**src/rtl/srm_pkg.sv**
```systemverilog
// Package: shared constants and types for the serial register map.
// Assumes a 16-bit data path and word offsets on the address port.
package srm_pkg;
    localparam int DATA_W     = 16;
    localparam int REG_WORDS  = 16;     // word offsets 0x00..0x0F of the register area
    localparam int GLB_LAST   = 2;      // global words 0..2
    localparam int ASG_FIRST  = 10;     // assignable register words 10..15
    localparam int ASG_LAST   = 15;
    localparam int RAM_W_BASE = 'h80;   // byte offset 0x100
    localparam int LOCK_BIT   = 15;

    typedef enum logic [2:0] {
        RG_NONE,
        RG_GLOBAL,
        RG_ASSIGN,
        RG_RX,
        RG_TX,
        RG_CMD
    } region_e;

    // Implemented bits of each register word
    function automatic logic [DATA_W-1:0] word_mask(input int idx);
        if (idx <= GLB_LAST)                return 16'hFFFF;
        else if (idx == ASG_FIRST)          return 16'h00FF;
        else if (idx > ASG_FIRST && idx <= ASG_LAST) return 16'hFFFF;
        else                                return 16'h0000;
    endfunction

    // Reset value of each register word
    function automatic logic [DATA_W-1:0] word_reset(input int idx);
        return (idx == 0) ? (16'h1 << LOCK_BIT) : 16'h0000;
    endfunction
endpackage

```
**src/rtl/srm_decode.sv**
```systemverilog
// Module: srm_decode
// Combinational address decoder. Classifies a word offset into a region,
// derives per-region indices, and decides whether the privilege allows it.
// Assumes queue sizes are powers of two of at least two words.
module srm_decode
    import srm_pkg::*;
#(
    parameter int RX_WORDS  = 16,
    parameter int TX_WORDS  = 16,
    parameter int CMD_WORDS = 8,
    localparam int RX_IW  = $clog2(RX_WORDS),
    localparam int TX_IW  = $clog2(TX_WORDS),
    localparam int CMD_IW = $clog2(CMD_WORDS)
) (
    input  logic [7:0]        waddr,
    input  logic              supv,
    input  logic              lock,
    output region_e           region,
    output logic              allowed,
    output logic [3:0]        reg_idx,
    output logic [RX_IW-1:0]  rx_idx,
    output logic [TX_IW-1:0]  tx_idx,
    output logic [CMD_IW-1:0] cmd_idx
);
    localparam int TX_BASE  = RAM_W_BASE + RX_WORDS;
    localparam int CMD_BASE = TX_BASE + TX_WORDS;
    localparam int RAM_END  = CMD_BASE + CMD_WORDS;

    logic [31:0] wa;
    assign wa = 32'(waddr);

    // Region classification from the word offset
    always_comb begin
        region = RG_NONE;
        if (wa <= 32'(GLB_LAST))
            region = RG_GLOBAL;
        else if (wa >= 32'(ASG_FIRST) && wa <= 32'(ASG_LAST))
            region = RG_ASSIGN;
        else if (wa >= 32'(RAM_W_BASE) && wa < 32'(TX_BASE))
            region = RG_RX;
        else if (wa >= 32'(TX_BASE) && wa < 32'(CMD_BASE))
            region = RG_TX;
        else if (wa >= 32'(CMD_BASE) && wa < 32'(RAM_END))
            region = RG_CMD;
    end

    // Privilege check per region
    always_comb begin
        case (region)
            RG_GLOBAL:                   allowed = supv;
            RG_ASSIGN, RG_RX, RG_TX, RG_CMD: allowed = supv | ~lock;
            default:                     allowed = 1'b0;
        endcase
    end

    // Indices inside each storage block
    assign reg_idx = waddr[3:0];
    assign rx_idx  = RX_IW'(wa - 32'(RAM_W_BASE));
    assign tx_idx  = TX_IW'(wa - 32'(TX_BASE));
    assign cmd_idx = CMD_IW'(wa - 32'(CMD_BASE));
endmodule

```
**src/rtl/srm_regfile.sv**
```systemverilog
// Module: srm_regfile
// Register words of the global and assignable segments with byte-lane
// writes. Unimplemented bits read as zero. Assumes the decoder has
// already applied the privilege check to we.
module srm_regfile
    import srm_pkg::*;
(
    input  logic              clk,
    input  logic              rst_n,
    input  logic              we,
    input  logic [1:0]        be,
    input  logic [3:0]        idx,
    input  logic [DATA_W-1:0] wdata,
    output logic [DATA_W-1:0] rdata,
    output logic              lock
);
    logic [DATA_W-1:0] word_all [REG_WORDS];

    // Byte-lane merge of new data into old contents
    function automatic logic [DATA_W-1:0] merge(input logic [DATA_W-1:0] old_v,
                                                 input logic [DATA_W-1:0] new_v,
                                                 input logic [1:0] en);
        logic [DATA_W-1:0] r;
        r[15:8] = en[1] ? new_v[15:8] : old_v[15:8];
        r[7:0]  = en[0] ? new_v[7:0]  : old_v[7:0];
        return r;
    endfunction

    for (genvar i = 0; i < REG_WORDS; i++) begin : g_word
        localparam logic [DATA_W-1:0] MASK = word_mask(i);
        localparam logic [DATA_W-1:0] RSTV = word_reset(i);
        if (MASK == '0) begin : g_hole
            assign word_all[i] = '0;
        end else begin : g_reg
            logic [DATA_W-1:0] q;
            // Hold one register word; update enabled lanes on a write hit
            always_ff @(posedge clk) begin
                if (!rst_n)
                    q <= RSTV;
                else if (we && idx == 4'(i))
                    q <= merge(q, wdata, be) & MASK;
            end
            assign word_all[i] = q;
        end
    end

    assign rdata = word_all[idx];
    assign lock  = word_all[0][LOCK_BIT];
endmodule

```
**src/rtl/srm_wordram.sv**
```systemverilog
// Module: srm_wordram
// Small word-wide queue memory with byte-lane writes and combinational
// read. Contents are not reset. Assumes WORDS is a power of two.
module srm_wordram
    import srm_pkg::*;
#(
    parameter int WORDS = 16,
    localparam int IW = $clog2(WORDS)
) (
    input  logic              clk,
    input  logic              we,
    input  logic [1:0]        be,
    input  logic [IW-1:0]     idx,
    input  logic [DATA_W-1:0] wdata,
    output logic [DATA_W-1:0] rdata
);
    logic [DATA_W-1:0] mem [WORDS];

    // Write the enabled byte lanes of the addressed word
    always_ff @(posedge clk) begin
        for (int l = 0; l < 2; l++) begin
            if (we && be[l])
                mem[idx][l*8 +: 8] <= wdata[l*8 +: 8];
        end
    end

    assign rdata = mem[idx];
endmodule

```
**src/rtl/serial_regmap.sv**
```systemverilog
// Module: serial_regmap
// Top of the privilege-gated register map. Decodes each access, steers
// write enables to the register file or one queue memory, and registers
// the read data with a one-cycle ready strobe. Blocked or reserved
// accesses complete normally, read as zero and write nothing.
module serial_regmap
    import srm_pkg::*;
#(
    parameter int RX_WORDS  = 16,
    parameter int TX_WORDS  = 16,
    parameter int CMD_WORDS = 8,
    localparam int RX_IW  = $clog2(RX_WORDS),
    localparam int TX_IW  = $clog2(TX_WORDS),
    localparam int CMD_IW = $clog2(CMD_WORDS)
) (
    input  logic              clk,
    input  logic              rst_n,
    input  logic              req,
    input  logic              wr,
    input  logic [7:0]        waddr,
    input  logic [1:0]        be,
    input  logic [DATA_W-1:0] wdata,
    input  logic              supv,
    output logic [DATA_W-1:0] rdata,
    output logic              ready,
    output logic              priv_lock
);
    region_e            region;
    logic               allowed;
    logic [3:0]         reg_idx;
    logic [RX_IW-1:0]   rx_idx;
    logic [TX_IW-1:0]   tx_idx;
    logic [CMD_IW-1:0]  cmd_idx;
    logic               lock;
    logic               wr_ok;
    logic [DATA_W-1:0]  reg_rd, rx_rd, tx_rd, cmd_rd, rd_val;
    logic [DATA_W-1:0]  rdata_q;
    logic               ready_q;

    srm_decode #(
        .RX_WORDS (RX_WORDS),
        .TX_WORDS (TX_WORDS),
        .CMD_WORDS(CMD_WORDS)
    ) u_decode (
        .waddr  (waddr),
        .supv   (supv),
        .lock   (lock),
        .region (region),
        .allowed(allowed),
        .reg_idx(reg_idx),
        .rx_idx (rx_idx),
        .tx_idx (tx_idx),
        .cmd_idx(cmd_idx)
    );

    assign wr_ok = req && wr && allowed;

    srm_regfile u_regs (
        .clk  (clk),
        .rst_n(rst_n),
        .we   (wr_ok && (region == RG_GLOBAL || region == RG_ASSIGN)),
        .be   (be),
        .idx  (reg_idx),
        .wdata(wdata),
        .rdata(reg_rd),
        .lock (lock)
    );

    srm_wordram #(.WORDS(RX_WORDS)) u_rx_ram (
        .clk(clk), .we(wr_ok && region == RG_RX), .be(be),
        .idx(rx_idx), .wdata(wdata), .rdata(rx_rd)
    );

    srm_wordram #(.WORDS(TX_WORDS)) u_tx_ram (
        .clk(clk), .we(wr_ok && region == RG_TX), .be(be),
        .idx(tx_idx), .wdata(wdata), .rdata(tx_rd)
    );

    srm_wordram #(.WORDS(CMD_WORDS)) u_cmd_ram (
        .clk(clk), .we(wr_ok && region == RG_CMD), .be(be),
        .idx(cmd_idx), .wdata(wdata), .rdata(cmd_rd)
    );

    // Select the read source for the decoded region
    always_comb begin
        case (region)
            RG_GLOBAL, RG_ASSIGN: rd_val = reg_rd;
            RG_RX:                rd_val = rx_rd;
            RG_TX:                rd_val = tx_rd;
            RG_CMD:               rd_val = cmd_rd;
            default:              rd_val = '0;
        endcase
    end

    // Register read data and completion strobe
    always_ff @(posedge clk) begin
        if (!rst_n) begin
            rdata_q <= '0;
            ready_q <= 1'b0;
        end else begin
            rdata_q <= (req && !wr && allowed) ? rd_val : '0;
            ready_q <= req;
        end
    end

    assign rdata     = rdata_q;
    assign ready     = ready_q;
    assign priv_lock = lock;
endmodule

```
**config.mk**
```make
export PLATFORM = sky130hd
export DESIGN_NAME = serial_regmap
export DESIGN_NICKNAME = d
export VERILOG_FILES = /design/src/rtl/srm_pkg.sv /design/src/rtl/srm_decode.sv /design/src/rtl/srm_regfile.sv /design/src/rtl/srm_wordram.sv /design/src/rtl/serial_regmap.sv
export SDC_FILE = /design/constraint.sdc
export NUM_CORES = 1
export LEC_CHECK = 0
export CORE_MARGIN = 2
export CORE_UTILIZATION = 40
export CTS_CLUSTER_SIZE = 24
export DETAILED_ROUTE_END_ITERATION = 7
export DONT_BUFFER_PORTS = 1
export PLACE_DENSITY = 0.55
export SLEW_MARGIN = 40
export SYNTH_ARGS = -nofsm -noshare
export SYNTH_HDL_FRONTEND = slang
export SYNTH_SLANG_ARGS = --single-unit
export TNS_END_PERCENT = 10
```
**constraint.sdc**
```tcl
create_clock -name clk -period 3 [get_ports clk]
set_input_delay 0.6 -clock clk [delete_from_list [all_inputs] [get_ports clk]]
set_output_delay 0.6 -clock clk [all_outputs]
set_load 0.02 [all_outputs]
```
==> impl_metrics.json, run 1 <==
{
  "status": "finished, final reports clean",
  "netlist_top_cells_count": "edfxtp_1 (640), mux2i_1 (175), mux4_2 (170)",
  "grt_max_degree": 226,
  "clock-sinks": 793,
  "vdd_drop_max_mv": 0.4005,
  "postSynth.asyncResetShare_pct": 0,
  "cts_tree": "yes",
  "route.vias.total": 16666,
  "die_h_um": 287.6,
  "synth_top_area_cell": "edfxtp_1",
  "end_kind": "flop",
  "worstPathMaxFanout": 225,
  "first_global_vias": 17015,
  "ys_ff_latch": 793,
  "setup_viol": 0,
  "hp-class": "primary input to flop",
  "synth.avg_cell_area_um2": 17.70,
  "cts_resized": 0,
  "netlist.area_leader.share_pct": 59.73,
  "synth_edf_count": 640,
  "place_congestion": 0.8274,
  "reg2reg_slack_ns": 0.78,
  "path_clk_slew_ns": 0.06,
  "postLayoutCoreUtil_pct": 45.46,
  "ioPinCount": 49,
  "cap_violations": 0,
  "hold-worst-slack_ns": 0.06763,
  "drt_iter0_markers": 1421,
  "grt_pass1_wl_mm": 116.7,
  "tightest_slew_ns": 0.7272,
  "power.density_nw_per_um2": 601.3,
  "die_x_um": 287.6,
  "num_rows": 104,
  "drive_above_1_share_pct": 24.40,
  "crit_start": "waddr[0]",
  "overflow": 0,
  "startpoint_type": "primary input",
  "yosysWarnings": 0,
  "area_growth_pct": 13.07,
  "synth_area_um2": 32170,
  "rr_endpoint": "u_cmd_ram.mem[5][3]",
  "ys_seq_area_share_pct": 69.25,
  "fin_crit_sh_pct": 76.03,
  "hold_violations": 0,
  "rsz0062_at_grt": "no",
  "cts-hold-fix-buffers": 0,
  "initial_core_util_pct": 40.20,
  "worstRegToRegCells": 6,
  "critPathRequiredTime_ns": 3.32,
  "ys_types": 54,
  "synth.most_common_cell": "edfxtp_1",
  "nets": 1934,
  "drc_errors": 0,
  "synth_area_leaders": "edfxtp_1 (60%), mux4_2 (12%), dfxtp_1 (9.5%)",
  "max-clock-path-buffers": 3,
  "fin_tns_setup_ns": 0,
  "dp_hpwl_mm": 48.28,
  "crit_type": "primary input to flop",
  "power_uw": 21870,
  "synth_cells": 1818,
  "core_um2": 80030,
  "worst_ep_arrival_time_ns": 2.60,
  "reg2reg_from": "u_regs.g_word[0].g_reg.q[15]",
  "htreeDepth": 3,
  "p_leak_uw": 0.01122,
  "io_buffers": 0,
  "antenna_found_initial": 0,
  "syn_nets": 1849,
  "firstDrtPassIters": 5,
  "routed_wl_mm": 79.28,
  "max-slew-margin-rel_pct": 51.01,
  "cts-root-buf": "clkbuf_16",
  "layout_min_cycle_time_ns": 2.281,
  "wl_per_cell_um": 26.22,
  "viasPerCell": 5.513,
  "track_usage_pct": 19.31,
  "antenna_left": 0,
  "antenna_cells": 0,
  "cts_setup_buffers": 0,
  "dieArea_um2": 82720,
  "slew_viol_final": 0,
  "ys.flop_type": "edfxtp_1",
  "fmax_ghz": 0.4384,
  "clk_latency_ns": 0.63,
  "worst_clock_skew_ns": 0.01893,
  "cts_buffers": 80,
  "crit_end": "u_cmd_ram.mem[5][3]"
}
worst max-delay path, cell delays in order:
cell and delay (ns):
a21oi_1 0.39, o221ai_4 0.14, o21ai_2 0.37, nand4b_1 0.46
nor2_1 0.23, buf_4 0.21
per-layer routing:
metal	part of all wire, %	up-vias	routed length [µm]	global-route usage (%)
met4	1.9	0	1530	5.313
met1	47	8794	37580	29.05
li1	-	7376	-	-
met2	45	413	35790	28.91
met3	5.5	83	4381	3.320
met5	0	-	0	0
layout make-up:
type	count	area, µm²
inverters	4	15.01
well taps	1060	1326
clock inverters	40	249.0
repair buffers	133	998.5
clock buffers	102	2182
flip-flops and latches	793	22280
fillers	6844	43650
multi-input cells	891	9329
cells by family (layout without fill, tap and decap cells):
family          after synthesis  count (layout)  share of synthesized area [%]
mux                         376             376                          18.43
simple gates                363             363                          6.887
compound gates              152             152                          3.496
buf+inv                     134             279                          1.937
flops                       793             793                          69.25
cells in the final DEF (no fill, tap or decap), drive strengths merged, types with 4 or more instances in the layout:
| cell | Yosys | final |
|---|---|---|
| edfxtp | 640 | 640 |
| mux2i | 175 | 175 |
| mux4 | 170 | 170 |
| dfxtp | 153 | 153 |
| nor2b | 142 | 142 |
| buf | 75 | 133 |
| clkbuf | 55 | 102 |
| nor2 | 71 | 71 |
| nand2 | 54 | 54 |
| clkinv | 1 | 33 |
| mux2 | 31 | 31 |
| nand3 | 28 | 28 |
| a21oi | 24 | 24 |
| a22oi | 24 | 24 |
| nor4 | 22 | 22 |
| a22o | 19 | 19 |
| a221oi | 15 | 15 |
| nor3 | 13 | 13 |
| o21ai | 13 | 13 |
| a31oi | 13 | 13 |
| o2111ai | 8 | 8 |
| nand4 | 6 | 6 |
| o32ai | 6 | 6 |
| inv | 3 | 6 |
| nand2b | 5 | 5 |
| and2 | 5 | 5 |
| nand3b | 5 | 5 |
| a311oi | 5 | 5 |
| o211ai | 5 | 5 |
| a21o | 4 | 4 |
through the flow:
step | instance area, µm² | std cells | worst slack (ns)
finish | 36380 | 3023 | 0.7191
global route | 36380 | 3023 | 0.6307
CTS | 36380 | 3023 | 0.8075
detailed placement | 33950 | 2881 | 0.1972
global placement | 33950 | 2881 | 0.2194
floorplan | 32180 | 1818 | -0.1137
worst min-delay path by stage:
stage / from / endpoint / slack [ns] / cells past startpoint
3_3_place_gp: u_regs.g_word[1].g_reg.q[10] / u_regs.g_word[1].g_reg.q[10] / 0.49 / 2
2_1_floorplan: u_regs.g_word[11].g_reg.q[0] / u_regs.g_word[11].g_reg.q[0] / 0.48 / 2
5_1_grt: wdata[11] / u_rx_ram.mem[12][11] / 0.05 / 0
6_report: wdata[8] / u_rx_ram.mem[15][8] / 0.07 / 0
3_5_place_dp: u_regs.g_word[11].g_reg.q[6] / u_regs.g_word[11].g_reg.q[6] / 0.50 / 2
4_1_cts: wdata[15] / u_rx_ram.mem[3][15] / 0.04 / 0
flip-flops by register name (all words and copies together), names as in the netlist:
signal,flops
u_rx_ram.mem,256
u_tx_ram.mem,256
u_regs.g_word.g_reg.q,136
u_cmd_ram.mem,128
rdata,16
ready,1
power breakdown:
group	total [µW]	switching, µW	leakage (µW)	internal [µW]
logic	628	294	0.00305	334
clock network	9380	4080	0.00119	5300
registers	11900	2.19	0.00698	11900
total	21900	4370	0.0112	17500
Note: power is estimated with default switching activity, not from simulation.
==> run 2, diff against run 1 <==
PLACE_DENSITY = 0.53   (was 0.55)
clock period = 2.25 ns   (was 3 ns; I/O delays follow)
==> impl_metrics.json, run 2 (synthesis results as in run 1) <==
{
  "status": "finished, final reports clean",
  "register_area_um2": 22280,
  "dieArea_um2": 82720,
  "firstDrtPassIters": 5,
  "switching_share_pct": 20.79,
  "antenna_left": 0,
  "grt_pass1_wl_mm": 129.0,
  "combPwrFrac_pct": 4.5,
  "wl_met1_mm": 40.46,
  "overflow": 0,
  "max-clock-path-buffers": 3,
  "io_buffers": 0,
  "reg_top3": "u_rx_ram.mem: 256 flops, u_tx_ram.mem: 256 flops, u_regs.g_word.g_reg.q: 136 flops",
  "end_kind": "flop",
  "cts_tree": "yes",
  "die_x_um": 287.6,
  "rsz0062_at_grt": "no",
  "hp-class": "primary input to flop",
  "routed-wl-met3_mm": 6.693,
  "cts_resized": 0,
  "first_global_vias": 17826,
  "place_area_um2": 35220,
  "startpoint_type": "primary input",
  "track_usage_pct": 21.96,
  "worst_clock_skew_ns": 0.01550,
  "drc_errors": 0,
  "grt_max_degree": 226,
  "layout_min_cycle_time_ns": 2.107,
  "hold-worst-slack_ns": 0.02366,
  "worstPathMaxFanout": 225,
  "place_congestion": 0.8234,
  "hold_violations": 0,
  "fin_area_um2": 38630,
  "critPathRequiredTime_ns": 2.78,
  "p_clk_share_pct": 44.6,
  "max-slew-margin-rel_pct": 48.32,
  "fin_crit_sh_pct": 93.63,
  "route.vias.total": 17576,
  "antenna_found_initial": 10,
  "setup_viol": 0,
  "area_growth_pct": 20.05,
  "crit_type": "primary input to flop",
  "num_rows": 104,
  "final_common_cell": "edfxtp_1",
  "multiInputGateArea_um2": 9669,
  "dp_cells": 2937,
  "worst_ep_arrival_time_ns": 2.64,
  "path_clk_slew_ns": 0.06,
  "initial_core_util_pct": 40.20,
  "tightest_slew_ns": 0.7726,
  "dp_hpwl_mm": 50.40,
  "cts_buffers": 84,
  "wl_per_cell_um": 28.66,
  "dr_wl_met2_mm": 41.25,
  "power.density_nw_per_um2": 804.6,
  "cts-hold-fix-buffers": 43,
  "power.internal_uw": 24620,
  "slew_viol_final": 0,
  "nets": 2037,
  "stdcell_count": 3136,
  "core_um2": 80030,
  "power.switching_uw": 6460,
  "cts_setup_buffers": 0,
  "viasPerCell": 5.605,
  "dr.max_layer_used": "met4",
  "ioPinCount": 49,
  "drive_above_1_share_pct": 30.07,
  "fin_tns_setup_ns": 0,
  "drt_iter0_markers": 1789,
  "clk_latency_ns": 0.63,
  "cap_violations": 0,
  "routed_wl_mm": 89.88,
  "cts-root-buf": "clkbuf_16",
  "p_leak_uw": 0.01208,
  "final_cell_mix": "edfxtp_1 (640), mux2i_1 (175), mux4_2 (170), dfxtp_1 (153), buf_4 (148)",
  "pwr-share-seq_pct": 50.9,
  "clock-sinks": 793,
  "die_h_um": 287.6,
  "fmax_ghz": 0.4747,
  "fill_cells": 6697,
  "vdd_drop_max_mv": 0.5178,
  "htreeDepth": 3
}
[run 2: changes by cell type in the layout (fill, tap and decap cells not counted), sizes merged]
cell / before / now
diode: 0 / 1
buf: 133 / 206
dlygate4sd3: 0 / 26
bufinv: 2 / 9
clkinv: 33 / 37
clkbuf: 102 / 104
[run 2: layout make-up]
cell class / count / share of cell area, %
tap: 1060 / 3.434
antenna: 1 / 0.006478
multi-input combinational: 891 / 25.03
clock buffer: 104 / 5.856
inverter: 4 / 0.03887
sequential: 793 / 57.68
clock inverter: 51 / 1.315
timing repair buffer: 232 / 6.634
[run 2: power by group through the flow]
stage / registers (µW) / logic [µW] / clock network (µW)
final: 15800 / 1390 / 13900
after global routing: 15800 / 1450 / 14700
after global placement: 16100 / 931 / 0
after floorplan: 16100 / 860 / 0
after detailed placement: 16100 / 927 / 0
after CTS: 15800 / 1390 / 14200
[run 2: worst paths after layout]
check        slack (ns)                             to                         start  depth (start not counted)
max reg2reg        0.17                       rdata[1]  u_regs.g_word[15].g_reg.q[1]                          5
min                0.02  u_regs.g_word[15].g_reg.q[12]                     wdata[12]                          2
max                0.14                       rdata[7]                      waddr[0]                          6
min reg2reg        0.51   u_regs.g_word[10].g_reg.q[1]  u_regs.g_word[10].g_reg.q[1]                          2
[run 2: per-layer routing]
metal / global-route usage [%] / up-vias
li1: - / 7620
met1: 32.24 / 9293
met2: 33.80 / 570
met3: 4.216 / 93
met4: 5.365 / 0
met5: 0 / -
[run 2: worst max-delay path: stages]
cell	delay, ns
a21oi_1	0.42
o221ai_4	0.16
buf_4	0.29
o32ai_1	0.64
a21oi_1	0.18
a21oi_1	0.26
[run 2: per-stage QoR]
step | util [%] | total power, µW | worst slack, ns
finish | 48.27 | 31080 | 0.1433
global route | 48.26 | 31980 | 0.08979
CTS | 48.26 | 31380 | 0.2132
detailed placement | 44.02 | 17060 | -0.2795
global placement | 44.01 | 17070 | -0.2675
floorplan | - | 17000 | -0.3556
==> run 3, diff against run 2 <==
SETUP_SLACK_MARGIN = 0.3   (was default)
clock period = 2.7 ns   (was 2.25 ns; I/O delays follow)
==> impl_metrics.json, run 3 (synthesis results as in run 1) <==
{
  "status": "finished, final reports clean",
  "power.density_nw_per_um2": 677.8,
  "max-slew-margin-rel_pct": 33.46,
  "wl_per_cell_um": 28.53,
  "drive_above_1_share_pct": 28.47,
  "critPathRequiredTime_ns": 3.18,
  "rr_endpoint": "rdata[0]",
  "cap_violations": 0,
  "postLayoutCoreUtil_pct": 47.32,
  "slew_viol_final": 0,
  "core_um2": 80030,
  "initial_core_util_pct": 40.20,
  "area_growth_pct": 17.69,
  "reg2reg_from": "u_regs.g_word[15].g_reg.q[0]",
  "end_kind": "flop",
  "rsz0062_at_grt": "no",
  "reg2reg_slack_ns": 0.45,
  "cts_buffers": 86,
  "worst_clock_skew_ns": 0.02066,
  "crit_type": "primary input to flop",
  "startpoint_type": "primary input",
  "first_global_vias": 17570,
  "die_h_um": 287.6,
  "reg_top3": "u_rx_ram.mem: 256 flops, u_tx_ram.mem: 256 flops, u_regs.g_word.g_reg.q: 136 flops",
  "num_rows": 104,
  "worstRegToRegCells": 6,
  "route.vias.total": 17520,
  "clk_latency_ns": 0.64,
  "worstPathMaxFanout": 225,
  "final_cell_mix": "edfxtp_1 (640), mux2i_1 (175), mux4_2 (170), dfxtp_1 (153), nor2b_1 (140)",
  "fin_crit_sh_pct": 87.72,
  "nets": 1996,
  "tightest_slew_ns": 0.9982,
  "drt_iter0_markers": 1836,
  "vdd_drop_max_mv": 0.4112,
  "crit_start": "waddr[0]",
  "htreeDepth": 3,
  "viasPerCell": 5.653,
  "hold_violations": 0,
  "max-clock-path-buffers": 3,
  "track_usage_pct": 21.57,
  "grt_max_degree": 226,
  "crit_end": "rdata[0]",
  "cts-root-buf": "clkbuf_16",
  "drc_errors": 0,
  "antenna_left": 0,
  "clock-sinks": 793,
  "hp-class": "primary input to flop",
  "place_congestion": 0.8245,
  "die_x_um": 287.6,
  "worst_ep_arrival_time_ns": 2.85,
  "fin_tns_setup_ns": 0,
  "fmax_ghz": 0.4222,
  "firstDrtPassIters": 7,
  "p_leak_uw": 0.01175,
  "cts_tree": "yes",
  "antenna_found_initial": 7,
  "final_common_cell": "edfxtp_1",
  "grt_pass1_wl_mm": 127.3,
  "layout_min_cycle_time_ns": 2.368,
  "routed_wl_mm": 88.40,
  "cts_setup_buffers": 0,
  "path_clk_slew_ns": 0.06,
  "holdPathStages": 0,
  "setup_viol": 0,
  "ioPinCount": 49,
  "dieArea_um2": 82720,
  "overflow": 0,
  "dp_hpwl_mm": 49.52,
  "io_buffers": 0
}
## run 3: changes by cell type in the layout (fill, tap and decap cells not counted), sizes merged
cell	delta
clkinvlp	-2
dlygate4sd3	-3
clkbuf	+26
bufinv	-4
clkinv	-15
buf	-40
diode	+1
## run 3: metal layers
| metal | global-route usage [%] | vias up | share of wire (%) |
|---|---|---|---|
| met5 | 0 | - | 0 |
| met4 | 5.716 | 0 | 2.1 |
| met3 | 4.643 | 109 | 7.7 |
| met2 | 32.06 | 608 | 45 |
| met1 | 32.12 | 9261 | 45 |
| li1 | - | 7542 | - |
## run 3: worst min path at each step
stage,slack [ns],start,endpoint
global placement,0.49,u_regs.g_word[1].g_reg.q[8],u_regs.g_word[1].g_reg.q[8]
CTS,0.001,wdata[15],u_tx_ram.mem[5][15]
finish,0.04,wdata[12],u_tx_ram.mem[3][12]
floorplan,0.48,u_regs.g_word[11].g_reg.q[0],u_regs.g_word[11].g_reg.q[0]
detailed placement,0.50,u_regs.g_word[0].g_reg.q[13],u_regs.g_word[0].g_reg.q[13]
global route,0.003,wdata[9],u_tx_ram.mem[7][9]
## run 3: cell type report
cell class | instances | area (µm²)
fillers | 6713 | 42160
multi-input cells | 891 | 9667
clock buffers | 130 | 2461
well taps | 1060 | 1326
clock inverters | 30 | 292.8
flip-flops and latches | 793 | 22280
inverters | 4 | 15.01
repair buffers | 189 | 1817
diodes | 2 | 5.005
## run 3: stage by stage
stage,hold WS [ns],std cells,total power (µW),cell area (µm²),setup slack (ns)
6_report,0.04015,3099,25670,37870,0.3316
5_1_grt,0.002914,3097,26450,37860,0.4044
4_1_cts,0.001418,3097,25930,37900,0.5120
3_5_place_dp,0.5018,2900,14180,34730,0.006631
3_3_place_gp,0.4897,2900,14180,34730,0.01408
2_1_floorplan,0.4766,1818,14170,32550,0.004365
## run 3: power breakdown
part | leakage [µW] | switching (µW) | internal (µW)
clock network | 0.00134 | 4750 | 6780
registers | 0.00698 | 2.04 | 13200
logic | 0.00342 | 513 | 438
## run 3: repair_timing
item	in CTS	in global routing
hold buffers	37	0
gates resized for setup	0	0
endpoints found under the hold margin	344	0
## run 3: critical path, cell delays in order
cell     delay [ns]
mux4_2         0.81
mux4_2         0.47
a21oi_1        0.40
a21oi_1        0.18
